--- src/rtl/hs_cmd_engine_pkg.sv ---
package hs_cmd_engine_pkg;
  typedef enum logic [1:0] {
    ST_IDLE = 2'd0,
    ST_RECV = 2'd1,
    ST_DISP = 2'd2,
    ST_RESP = 2'd3
  } hs_state_e;

  localparam logic [7:0] LEN_INBAND = 8'hFF;
endpackage

--- src/rtl/hs_port_decode.sv ---
module hs_port_decode #(
  parameter int ACK_BIT = 3,
  parameter int REQ_BIT = 4
) (
  input  logic       clk,
  input  logic       rst_n,
  input  logic       wr_en,
  input  logic [7:0] wr_data,
  output logic [7:0] port_q,
  output logic       xfer
);
  localparam logic [7:0] ACK_MASK = 8'(1 << ACK_BIT);
  localparam logic [7:0] REQ_MASK = 8'(1 << REQ_BIT);
  localparam logic [7:0] RST_VAL  = ACK_MASK | REQ_MASK;

  logic [7:0] port_d;
  logic       changed;
  logic       port_en;

  always_comb begin
    changed = wr_en && (wr_data != port_q);
    port_en = changed;
    port_d  = port_q;
    xfer    = 1'b0;
    if (changed) begin
      unique case ({wr_data[REQ_BIT], wr_data[ACK_BIT]})
        2'b10: port_d = wr_data | ACK_MASK;
        2'b01: begin
          port_d = wr_data & ~ACK_MASK;
          xfer   = 1'b1;
        end
        default: port_d = wr_data;
      endcase
    end
  end

  always_ff @(posedge clk or negedge rst_n) begin
    if (!rst_n) begin
      port_q <= RST_VAL;
    end else if (port_en) begin
      port_q <= port_d;
    end
  end
endmodule

--- src/rtl/hs_len_rom.sv ---
module hs_len_rom
  import hs_cmd_engine_pkg::*;
#(
  parameter int             ROM_N   = 5,
  parameter logic [ROM_N*8-1:0] TBL_CMD = 40'h50_40_30_20_10,
  parameter logic [ROM_N*8-1:0] TBL_ARG = 40'h01_02_00_FF_01,
  parameter logic [ROM_N*8-1:0] TBL_RSP = 40'h03_FF_02_FF_00
) (
  input  logic [7:0] cmd,
  output logic [7:0] arg_len,
  output logic [7:0] rsp_len
);
  logic [ROM_N-1:0] hit;

  for (genvar g = 0; g < ROM_N; g++) begin : g_match
    assign hit[g] = (TBL_CMD[g*8 +: 8] == cmd);
  end

  always_comb begin
    arg_len = 8'h00;
    rsp_len = LEN_INBAND;
    for (int i = 0; i < ROM_N; i++) begin
      if (hit[i]) begin
        arg_len = TBL_ARG[i*8 +: 8];
        rsp_len = TBL_RSP[i*8 +: 8];
      end
    end
  end
endmodule

--- src/rtl/hs_cmd_seq.sv ---
module hs_cmd_seq
  import hs_cmd_engine_pkg::*;
#(
  parameter int BUF_CAP = 4
) (
  input  logic                 clk,
  input  logic                 rst_n,
  input  logic                 xfer,
  input  logic                 dir_out,
  input  logic [7:0]           sr_in,
  input  logic [7:0]           rom_arg,
  input  logic [7:0]           rom_rsp,
  input  logic                 disp_known,
  input  logic [7:0]           disp_size,
  input  logic [BUF_CAP*8-1:0] disp_data,
  output logic [7:0]           sr_out,
  output logic                 sr_irq,
  output logic                 poll_hold,
  output logic                 disp_valid,
  output logic [7:0]           disp_cmd,
  output logic [7:0]           disp_argc,
  output logic [BUF_CAP*8-1:0] disp_args
);
  localparam int         IDX_W = (BUF_CAP > 1) ? $clog2(BUF_CAP) : 1;
  localparam logic [7:0] CAP_B = 8'(BUF_CAP);

  hs_state_e                   state_q, state_d;
  logic [7:0]                  cmd_q, cmd_d;
  logic [7:0]                  alen_q, alen_d;
  logic                        alen_ok_q, alen_ok_d;
  logic [7:0]                  rlen_q, rlen_d;
  logic                        rlen_ok_q, rlen_ok_d;
  logic [7:0]                  apos_q, apos_d;
  logic [7:0]                  rpos_q, rpos_d;
  logic [7:0]                  rsize_q, rsize_d;
  logic                        hold_q, hold_d;
  logic                        irq_q, irq_d;
  logic [7:0]                  out_q, out_d;
  logic [BUF_CAP-1:0][7:0]     arg_q, arg_d;
  logic [BUF_CAP-1:0][7:0]     rsp_q, rsp_d;
  logic [7:0]                  next_byte;
  logic                        arg_done;
  logic                        rsp_done;

  always_comb begin
    next_byte = 8'h00;
    if ((rpos_q < rsize_q) && (rpos_q < CAP_B)) begin
      next_byte = rsp_q[rpos_q[IDX_W-1:0]];
    end
  end

  assign arg_done = alen_ok_q && (apos_q == alen_q);
  assign rsp_done = rlen_ok_q && (rpos_q == rlen_q);

  always_comb begin
    state_d   = state_q;
    cmd_d     = cmd_q;
    alen_d    = alen_q;
    alen_ok_d = alen_ok_q;
    rlen_d    = rlen_q;
    rlen_ok_d = rlen_ok_q;
    apos_d    = apos_q;
    rpos_d    = rpos_q;
    rsize_d   = rsize_q;
    hold_d    = hold_q;
    irq_d     = 1'b0;
    out_d     = out_q;
    arg_d     = arg_q;
    rsp_d     = rsp_q;
    unique case (state_q)
      ST_IDLE: begin
        if (xfer && dir_out) begin
          cmd_d     = sr_in;
          alen_d    = rom_arg;
          alen_ok_d = (rom_arg != LEN_INBAND);
          rlen_d    = rom_rsp;
          rlen_ok_d = (rom_rsp != LEN_INBAND);
          apos_d    = 8'h00;
          rpos_d    = 8'h00;
          hold_d    = 1'b1;
          irq_d     = 1'b1;
          state_d   = ST_RECV;
        end
      end
      ST_RECV: begin
        if (xfer) begin
          if (dir_out) begin
            irq_d = 1'b1;
            if (!alen_ok_q) begin
              alen_d    = sr_in;
              alen_ok_d = 1'b1;
            end else if (apos_q < CAP_B) begin
              arg_d[apos_q[IDX_W-1:0]] = sr_in;
              apos_d = apos_q + 8'd1;
            end
          end
        end else if (arg_done) begin
          state_d = ST_DISP;
        end
      end
      ST_DISP: begin
        state_d = ST_RESP;
        if (disp_known) begin
          rsize_d = disp_size;
          rsp_d   = disp_data;
        end else begin
          rsize_d = rlen_ok_q ? rlen_q : 8'h00;
          rsp_d   = '0;
        end
      end
      ST_RESP: begin
        if (xfer) begin
          if (!dir_out) begin
            irq_d = 1'b1;
            if (!rlen_ok_q) begin
              out_d     = rsize_q;
              rlen_d    = rsize_q;
              rlen_ok_d = 1'b1;
            end else if (rpos_q < rlen_q) begin
              out_d  = next_byte;
              rpos_d = rpos_q + 8'd1;
            end
          end
        end else if (rsp_done) begin
          state_d = ST_IDLE;
          hold_d  = 1'b0;
        end
      end
      default: state_d = ST_IDLE;
    endcase
  end

  always_ff @(posedge clk or negedge rst_n) begin
    if (!rst_n) begin
      state_q   <= ST_IDLE;
      cmd_q     <= 8'h00;
      alen_q    <= 8'h00;
      alen_ok_q <= 1'b0;
      rlen_q    <= 8'h00;
      rlen_ok_q <= 1'b0;
      apos_q    <= 8'h00;
      rpos_q    <= 8'h00;
      rsize_q   <= 8'h00;
      hold_q    <= 1'b0;
      irq_q     <= 1'b0;
      out_q     <= 8'h00;
      arg_q     <= '0;
      rsp_q     <= '0;
    end else begin
      state_q   <= state_d;
      cmd_q     <= cmd_d;
      alen_q    <= alen_d;
      alen_ok_q <= alen_ok_d;
      rlen_q    <= rlen_d;
      rlen_ok_q <= rlen_ok_d;
      apos_q    <= apos_d;
      rpos_q    <= rpos_d;
      rsize_q   <= rsize_d;
      hold_q    <= hold_d;
      irq_q     <= irq_d;
      out_q     <= out_d;
      arg_q     <= arg_d;
      rsp_q     <= rsp_d;
    end
  end

  assign sr_out     = out_q;
  assign sr_irq     = irq_q;
  assign poll_hold  = hold_q;
  assign disp_valid = (state_q == ST_DISP);
  assign disp_cmd   = cmd_q;
  assign disp_argc  = apos_q;
  assign disp_args  = arg_q;
endmodule

--- src/rtl/hs_cmd_engine.sv ---
module hs_cmd_engine #(
  parameter int                 BUF_CAP = 4,
  parameter int                 ACK_BIT = 3,
  parameter int                 REQ_BIT = 4,
  parameter int                 ROM_N   = 5,
  parameter logic [ROM_N*8-1:0] TBL_CMD = 40'h50_40_30_20_10,
  parameter logic [ROM_N*8-1:0] TBL_ARG = 40'h01_02_00_FF_01,
  parameter logic [ROM_N*8-1:0] TBL_RSP = 40'h03_FF_02_FF_00
) (
  input  logic                 clk,
  input  logic                 rst_n,
  input  logic                 port_wr_en,
  input  logic [7:0]           port_wr_data,
  output logic [7:0]           port_q,
  input  logic                 sr_dir_out,
  input  logic [7:0]           sr_in,
  output logic [7:0]           sr_out,
  output logic                 sr_irq,
  output logic                 poll_hold,
  output logic                 disp_valid,
  output logic [7:0]           disp_cmd,
  output logic [7:0]           disp_argc,
  output logic [BUF_CAP*8-1:0] disp_args,
  input  logic                 disp_known,
  input  logic [7:0]           disp_size,
  input  logic [BUF_CAP*8-1:0] disp_data
);
  logic [1:0] rst_sync_q;
  logic       rst_int_n;
  logic       xfer;
  logic [7:0] rom_arg;
  logic [7:0] rom_rsp;

  always_ff @(posedge clk or negedge rst_n) begin
    if (!rst_n) begin
      rst_sync_q <= 2'b00;
    end else begin
      rst_sync_q <= {rst_sync_q[0], 1'b1};
    end
  end
  assign rst_int_n = rst_sync_q[1];

  hs_port_decode #(
    .ACK_BIT(ACK_BIT),
    .REQ_BIT(REQ_BIT)
  ) u_port (
    .clk     (clk),
    .rst_n   (rst_int_n),
    .wr_en   (port_wr_en),
    .wr_data (port_wr_data),
    .port_q  (port_q),
    .xfer    (xfer)
  );

  hs_len_rom #(
    .ROM_N   (ROM_N),
    .TBL_CMD (TBL_CMD),
    .TBL_ARG (TBL_ARG),
    .TBL_RSP (TBL_RSP)
  ) u_rom (
    .cmd     (sr_in),
    .arg_len (rom_arg),
    .rsp_len (rom_rsp)
  );

  hs_cmd_seq #(
    .BUF_CAP(BUF_CAP)
  ) u_seq (
    .clk        (clk),
    .rst_n      (rst_int_n),
    .xfer       (xfer),
    .dir_out    (sr_dir_out),
    .sr_in      (sr_in),
    .rom_arg    (rom_arg),
    .rom_rsp    (rom_rsp),
    .disp_known (disp_known),
    .disp_size  (disp_size),
    .disp_data  (disp_data),
    .sr_out     (sr_out),
    .sr_irq     (sr_irq),
    .poll_hold  (poll_hold),
    .disp_valid (disp_valid),
    .disp_cmd   (disp_cmd),
    .disp_argc  (disp_argc),
    .disp_args  (disp_args)
  );
endmodule

--- config.mk ---
export PLATFORM = sky130hd
export DESIGN_NAME = hs_cmd_engine
export DESIGN_NICKNAME = d
export VERILOG_FILES = /design/src/rtl/hs_cmd_engine_pkg.sv /design/src/rtl/hs_port_decode.sv /design/src/rtl/hs_len_rom.sv /design/src/rtl/hs_cmd_seq.sv /design/src/rtl/hs_cmd_engine.sv
export SDC_FILE = /design/constraint.sdc
export NUM_CORES = 1
export LEC_CHECK = 0
export ABC_AREA = 0
export CAP_MARGIN = 15
export CORE_ASPECT_RATIO = 0.75
export CORE_MARGIN = 2
export CORE_UTILIZATION = 45
export CTS_BUF_LIST = sky130_fd_sc_hd__clkbuf_16
export CTS_CLUSTER_DIAMETER = 100
export DETAILED_ROUTE_END_ITERATION = 6
export PLACE_DENSITY = 0.73
export SETUP_SLACK_MARGIN = 0.1
export SYNTH_ARGS = -nofsm -noshare
export SYNTH_HDL_FRONTEND = slang
export SYNTH_SLANG_ARGS = --single-unit
export TNS_END_PERCENT = 10
--- constraint.sdc ---
create_clock -name clk -period 4.16 [get_ports clk]
set_input_delay 0.832 -clock clk [delete_from_list [all_inputs] [get_ports clk]]
set_output_delay 0.832 -clock clk [all_outputs]
set_load 0.05 [all_outputs]
# Yosys cells after proc, flatten, opt, wreduce, memory -nomap -nowiden
# Index checks and enable logic that the tools add are counted.
# op_classes
mux,69
n_bitwise,1
add_sub_neg,2
n_lt_le_gt_ge,7
reduce_logical,20
n_eq_ne,31
# ops
cell,n
$mux 8,33
$pmux 8 s2,4
$bwmux 32,1
$mux 32,1
$reduce_and 5->1,4
$ne 2x1->1 const B,9
$mux 1,17
$add 8x1->8 const B,2
$bmux 8 s2,1
$demux 8 s2,1
$eq 6x8->1 const A,2
$eq 7x8->1 const A,2
$eq 8x8->1,2
$lt 8x3->1 const B,2
$lt 8x8->1,2
$ne 8x8->1 const B,2
$reduce_and 4->1,4
$ne 2x2->1 const B,7
$reduce_and 6->1,2
$mux 2,5
$eq 5x8->1 const A,1
$ne 8x8->1,1
$pmux 2 s4,1
$pmux 4 s2,1
other kinds (11),23
# word_totals
elab_cells,152
ff_bits,136
out_inout_bits,67

# Longest topological paths before layout
# depth
word_depth,9
depth_mapped,10

# Modules after synthesis
# From an unflattened synthesis, not the netlist that was laid out.
# unflattened
cells_unflattened,631
area_unflattened_um2,6780.3
# modules_own_cells
module,seq_area_each_um2,n_inst,cells_per_inst,area_each_um2
hs_cmd_seq,3153.0,1,578,6163.4
hs_port_decode,202.7,1,28,399.1
hs_len_rom,0.0,1,22,163.9
hs_cmd_engine,50.0,1,3,53.8

# Worst setup path before layout
# No wires, ideal clock.
# synth_path
path_kind,input -> register
from,input port_wr_data[7]
to,register u_seq.rlen_q[0]
arrival_time_ns,2.495
stages,6
path_buffers,1
setup_slack_ns,1.540
setup_time_ns,0.125
t_required_ns,4.035
path_cell_list,xor2_1 > nor4_1 > a211o_1 > buf_6 > a2111oi_4 > mux2_2
# synth_via
elab_chain_len,6
# synth_lines
element,line,source
"start, declared",hs_cmd_engine.sv:13,"input logic [7:0] port_wr_data,"
$ne 8x8->1 (*),hs_port_decode.sv:21,changed = wr_en && (wr_data != port_q);
$logic_and 1x1->1 (*),hs_port_decode.sv:21,
$mux 1 (*),hs_port_decode.sv:25,if (changed) begin
$logic_and 1x1->1,hs_cmd_seq.sv:72,if (xfer && dir_out) begin
$ne 2x1->1 (no source line),n/a,
$reduce_and 5->1 (no source line) (*),n/a,
"end signal, assigned",hs_cmd_seq.sv:154,rlen_q <= rlen_d;
"end, declared",hs_cmd_seq.sv:31,"logic [7:0] rlen_q, rlen_d;"
# Mark *: on every way between the ends. The rest lies on a longest branch, timed or not.
# A chain may end at the register's enable or synchronous reset.

# Worst setup path after layout
# layout_path
from,input port_wr_data[4]
to,register u_seq.alen_q[0]
# layout_via
elab_chain_len,6
# layout_lines
element,line,source
$ne 8x8->1 / $eq 2x1->1 (equally long branches),"hs_port_decode.sv:21, hs_port_decode.sv:26",
$logic_and 1x1->1 / $mux 1 (equally long branches),"hs_port_decode.sv:21, hs_port_decode.sv:26",
$mux 1 (*),hs_port_decode.sv:25,
$logic_and 1x1->1,hs_cmd_seq.sv:72,
$ne 2x1->1 (no source line),n/a,
$reduce_and 5->1 (no source line) (*),n/a,
"end signal, assigned",hs_cmd_seq.sv:152,alen_q <= alen_d;
"end, declared",hs_cmd_seq.sv:29,"logic [7:0] alen_q, alen_d;"
# Marks and branches as above.

==> results.py <==
metrics = {
    "die": {
        "core_region_area_um2": 14600,
        "dieArea_um2": 16100,
        "initial_core_util_pct": 46.4,
        "io_pins": 128,
        "die_h_um": 110,
        "die_width_um": 146,
        "row_count": 38,
    },
    "drt": {
        "viasPerCell": 5.41,
        "routed_wl_mm": 16.5,
        "drtAntennaViolNets": 0,
        "drc": 0,
        "firstDrtPassIters": 5,
        "vias": 5152,
        "wire_per_inst_um": 17.4,
        "drt_iter0_markers": 352,
    },
    "yosys": {
        "synth_top_area_share_pct": 49.5,
        "synth_top_cell_by_area": "dfrtp_1",
        "ys_seq_area_share_pct": 50.3,
        "yosys_warnings": 0,
        "synth_edf_count": 0,
        "async_flop_share_pct": 100,
        "synth-seq-cells": 136,
        "synth_fp_nets": 709,
        "synthFlopType": "dfrtp_1",
        "yosysMostFrequentCell": "dfrtp_1",
        "ys_types": 53,
        "syn-cell-area_um2": 6770,
        "synth_common_cells": "134 x dfrtp_1, 62 x inv_1, 57 x mux2_2, 46 x o21ai_0, 43 x nand3_1",
        "synthCells": 622,
        "synth_area_per_cell_um2": 10.9,
        "yosys-top-cells-area": "dfrtp_1 50%, mux2_2 9.5%, ha_1 4.8%",
    },
    "cts": {
        "cts_resized": 0,
        "cts-buffers-inserted": 17,
        "cts.clk_slew.worst_paths_ps": 60,
        "cts_sinks": 136,
        "post_cts_buffers": 0,
        "root_buffer": "clkbuf_16",
        "clock_insertion_delay_worst_skew_ps": 420,
        "cts_hold_buffers": 0,
        "tritoncts": "done",
        "clockBufferDepth": 2,
        "cts_max_level": 4,
    },
    "timing": {
        "finalSetupViolations": 0,
        "fin_ws_ps": 1010,
        "slew_headroom_pct": 27.4,
        "fin_crit_sh_pct": 75.8,
        "min_period_ps": 3150,
        "tightest_slew_ps": 1080,
        "rsz0062_at_grt": "false",
        "finClkSkew_ps": 6.31,
        "slew_violations": 0,
        "setup_tns_ps": 0,
        "hold_viol_final": 0,
        "clock.fmax_mhz": 317,
    },
    "critical_path": {
        "cp_num_buf_inv": 1,
        "reg2reg_slack_ps": 1200,
        "cp_slowest_cell": "nor4_1",
        "crit_family": "simple AND/OR/NAND/NOR gates",
        "r2r_cells": 7,
        "arrival_ps": 3460,
        "endpoint_kind": "flip-flop",
        "crit_type": "in2reg",
        "r2r_start": "u_seq.rpos_q[1]",
        "regToRegEndpoint": "u_seq.sr_out[3]",
        "setup.worst_path.start_class": "input pin",
        "cp_max_fo": 8,
        "critPathMaxStageDelay_ps": 480,
        "crit_required_ps": 4460,
        "crit_chain": "clkdlybuf4s50_1, xor2_1, nor4_1, a211o_1, o21bai_1, nand2b_1, mux2_2",
    },
    "cells_and_area": {
        "fill_cells": 1218,
        "seq_area_um2": 3410,
        "final_nets": 827,
        "antenna_cells": 0,
        "multi_input_area_um2": 2970,
        "syn2layout_area_growth_pct": 29.4,
        "drive_above_1_share_pct": 15.0,
    },
    "worst_hold_path": {
        "hp-class": "reg2reg",
        "hp-start": "rst_sync_q[0]",
        "min_to": "rst_sync_q[1]",
        "holdPathStages": 0,
    },
    "global_route": {
        "met1_usage_pct": 29.4,
        "grt_pass1_vias": 5225,
        "top_usage_layer": "met2",
        "track_usage_pct": 21.4,
        "gr-total-overflow": 0,
        "grt_use_met2_pct": 32.5,
        "use_met3_pct": 7.08,
        "antenna_found_initial": 0,
        "grt_pass1_wl_mm": 26.8,
        "grt_max_degree": 83,
    },
    "place": {
        "numPortBuffers": 127,
        "dp_hpwl_mm": 11.7,
        "globalplace.congestion": 0.832,
        "dpl_worst_slack_ps": 637,
    },
    "outcome": {
        "status": "finished, final reports clean",
    },
    "pwr": {
        "power_density_nw_per_um2": 688,
        "p_leak_nw": 3.98,
        "vdd_drop_max_mv": 0.357,
    },
    "flow_run": {
        "drv_cap": 0,
    },
}
## how the worst max path moves through the flow
| stage | to | cells past startpoint | startpoint | slack [ps] |
|---|---|---|---|---|
| after floorplan | u_seq.rlen_q[0] | 6 | port_wr_data[7] | 1540 |
| after global placement | u_seq.alen_q[0] | 7 | port_wr_data[3] | 730 |
| after detailed placement | u_seq.alen_q[1] | 7 | port_wr_data[4] | 640 |
| after CTS | u_seq.alen_q[1] | 7 | port_wr_data[4] | 1030 |
| after global routing | u_seq.alen_q[1] | 7 | port_wr_data[4] | 850 |
| final | u_seq.alen_q[0] | 7 | port_wr_data[4] | 1010 |
## kinds of logic after synthesis
group	after synthesis	share of synthesized area, %
AND/OR/NAND/NOR	147	11.5
flip-flops	136	50.3
AO/OA/AOI/OAI	119	11.1
buffers and inverters	97	5.87
multiplexers	79	14.2
adder cells (fa/ha/maj)	26	4.80
XOR/XNOR	17	2.20
other	1	0.0554
## placed cells by master (no fill, tap or decap), types with 7 or more instances in the layout
cell | synthesis | layout
nand4_1 | 14 | 14
nor4_1 | 8 | 8
clkbuf_16 | 0 | 17
ha_1 | 26 | 25
nor3_1 | 9 | 9
nand3_1 | 43 | 43
clkdlybuf4s50_1 | 0 | 127
nor2b_1 | 8 | 8
dfrtp_1 | 134 | 133
nand2_1 | 24 | 24
mux2i_1 | 14 | 14
a21oi_1 | 32 | 32
a22o_1 | 9 | 9
mux4_2 | 8 | 8
buf_4 | 2 | 7
xor2_1 | 15 | 15
nor2_1 | 20 | 20
o21ai_0 | 46 | 46
mux2_2 | 57 | 57
inv_1 | 62 | 62
## per-layer routing
| metal | up-vias | wire length, um |
|---|---|---|
| met3 | 18 | 1170 |
| met4 | 0 | 172 |
| met2 | 147 | 7670 |
| li1 | 2432 | - |
| met1 | 2555 | 7520 |
| met5 | - | 0 |
## cell type report
cell class	count	share of cell area, %
Inverter	62	2.66
Clock buffer	17	4.85
Sequential cell	136	38.9
Tap cell	200	2.86
Clock inverter	14	1.70
Multi-Input combinational cell	389	33.9
Timing Repair Buffer	134	15.1
## stage by stage
stage / total power [mW] / hold slack (ps) / cell area [um^2] / std cells / utilization (%)
5_1_grt: 6.39 / 370 / 8760 / 952 / 60.0
2_1_floorplan: 3.81 / 331 / 6780 / 622 / -
6_report: 6.03 / 346 / 8760 / 952 / 60.0
3_5_place_dp: 4.56 / 335 / 8190 / 921 / 56.1
3_3_place_gp: 4.46 / 335 / 8190 / 921 / 56.1
4_1_cts: 6.06 / 348 / 8760 / 952 / 60.0
## power by group
part | internal [mW] | switching (mW)
registers | 1.76 | 0.382
clock network | 0.881 | 0.590
logic | 0.982 | 1.43
total | 3.62 | 2.41
## sequential cells by signal, summed over array words and instances (netlist names)
name / count
u_seq.rlen_ok_q: 1
u_seq.alen_q: 8
u_seq.alen_ok_q: 1
u_seq.disp_args: 32
rst_sync_q: 2
u_seq.rlen_q: 8
u_seq.sr_irq: 1
u_seq.rpos_q: 8
u_seq.state_q: 2
u_seq.poll_hold: 1
u_seq.disp_cmd: 8
u_seq.rsp_q: 32
u_seq.disp_argc: 8
u_seq.rsize_q: 8
u_seq.sr_out: 8
u_port.port_q: 8
Note: power is estimated with default switching activity, not from simulation.
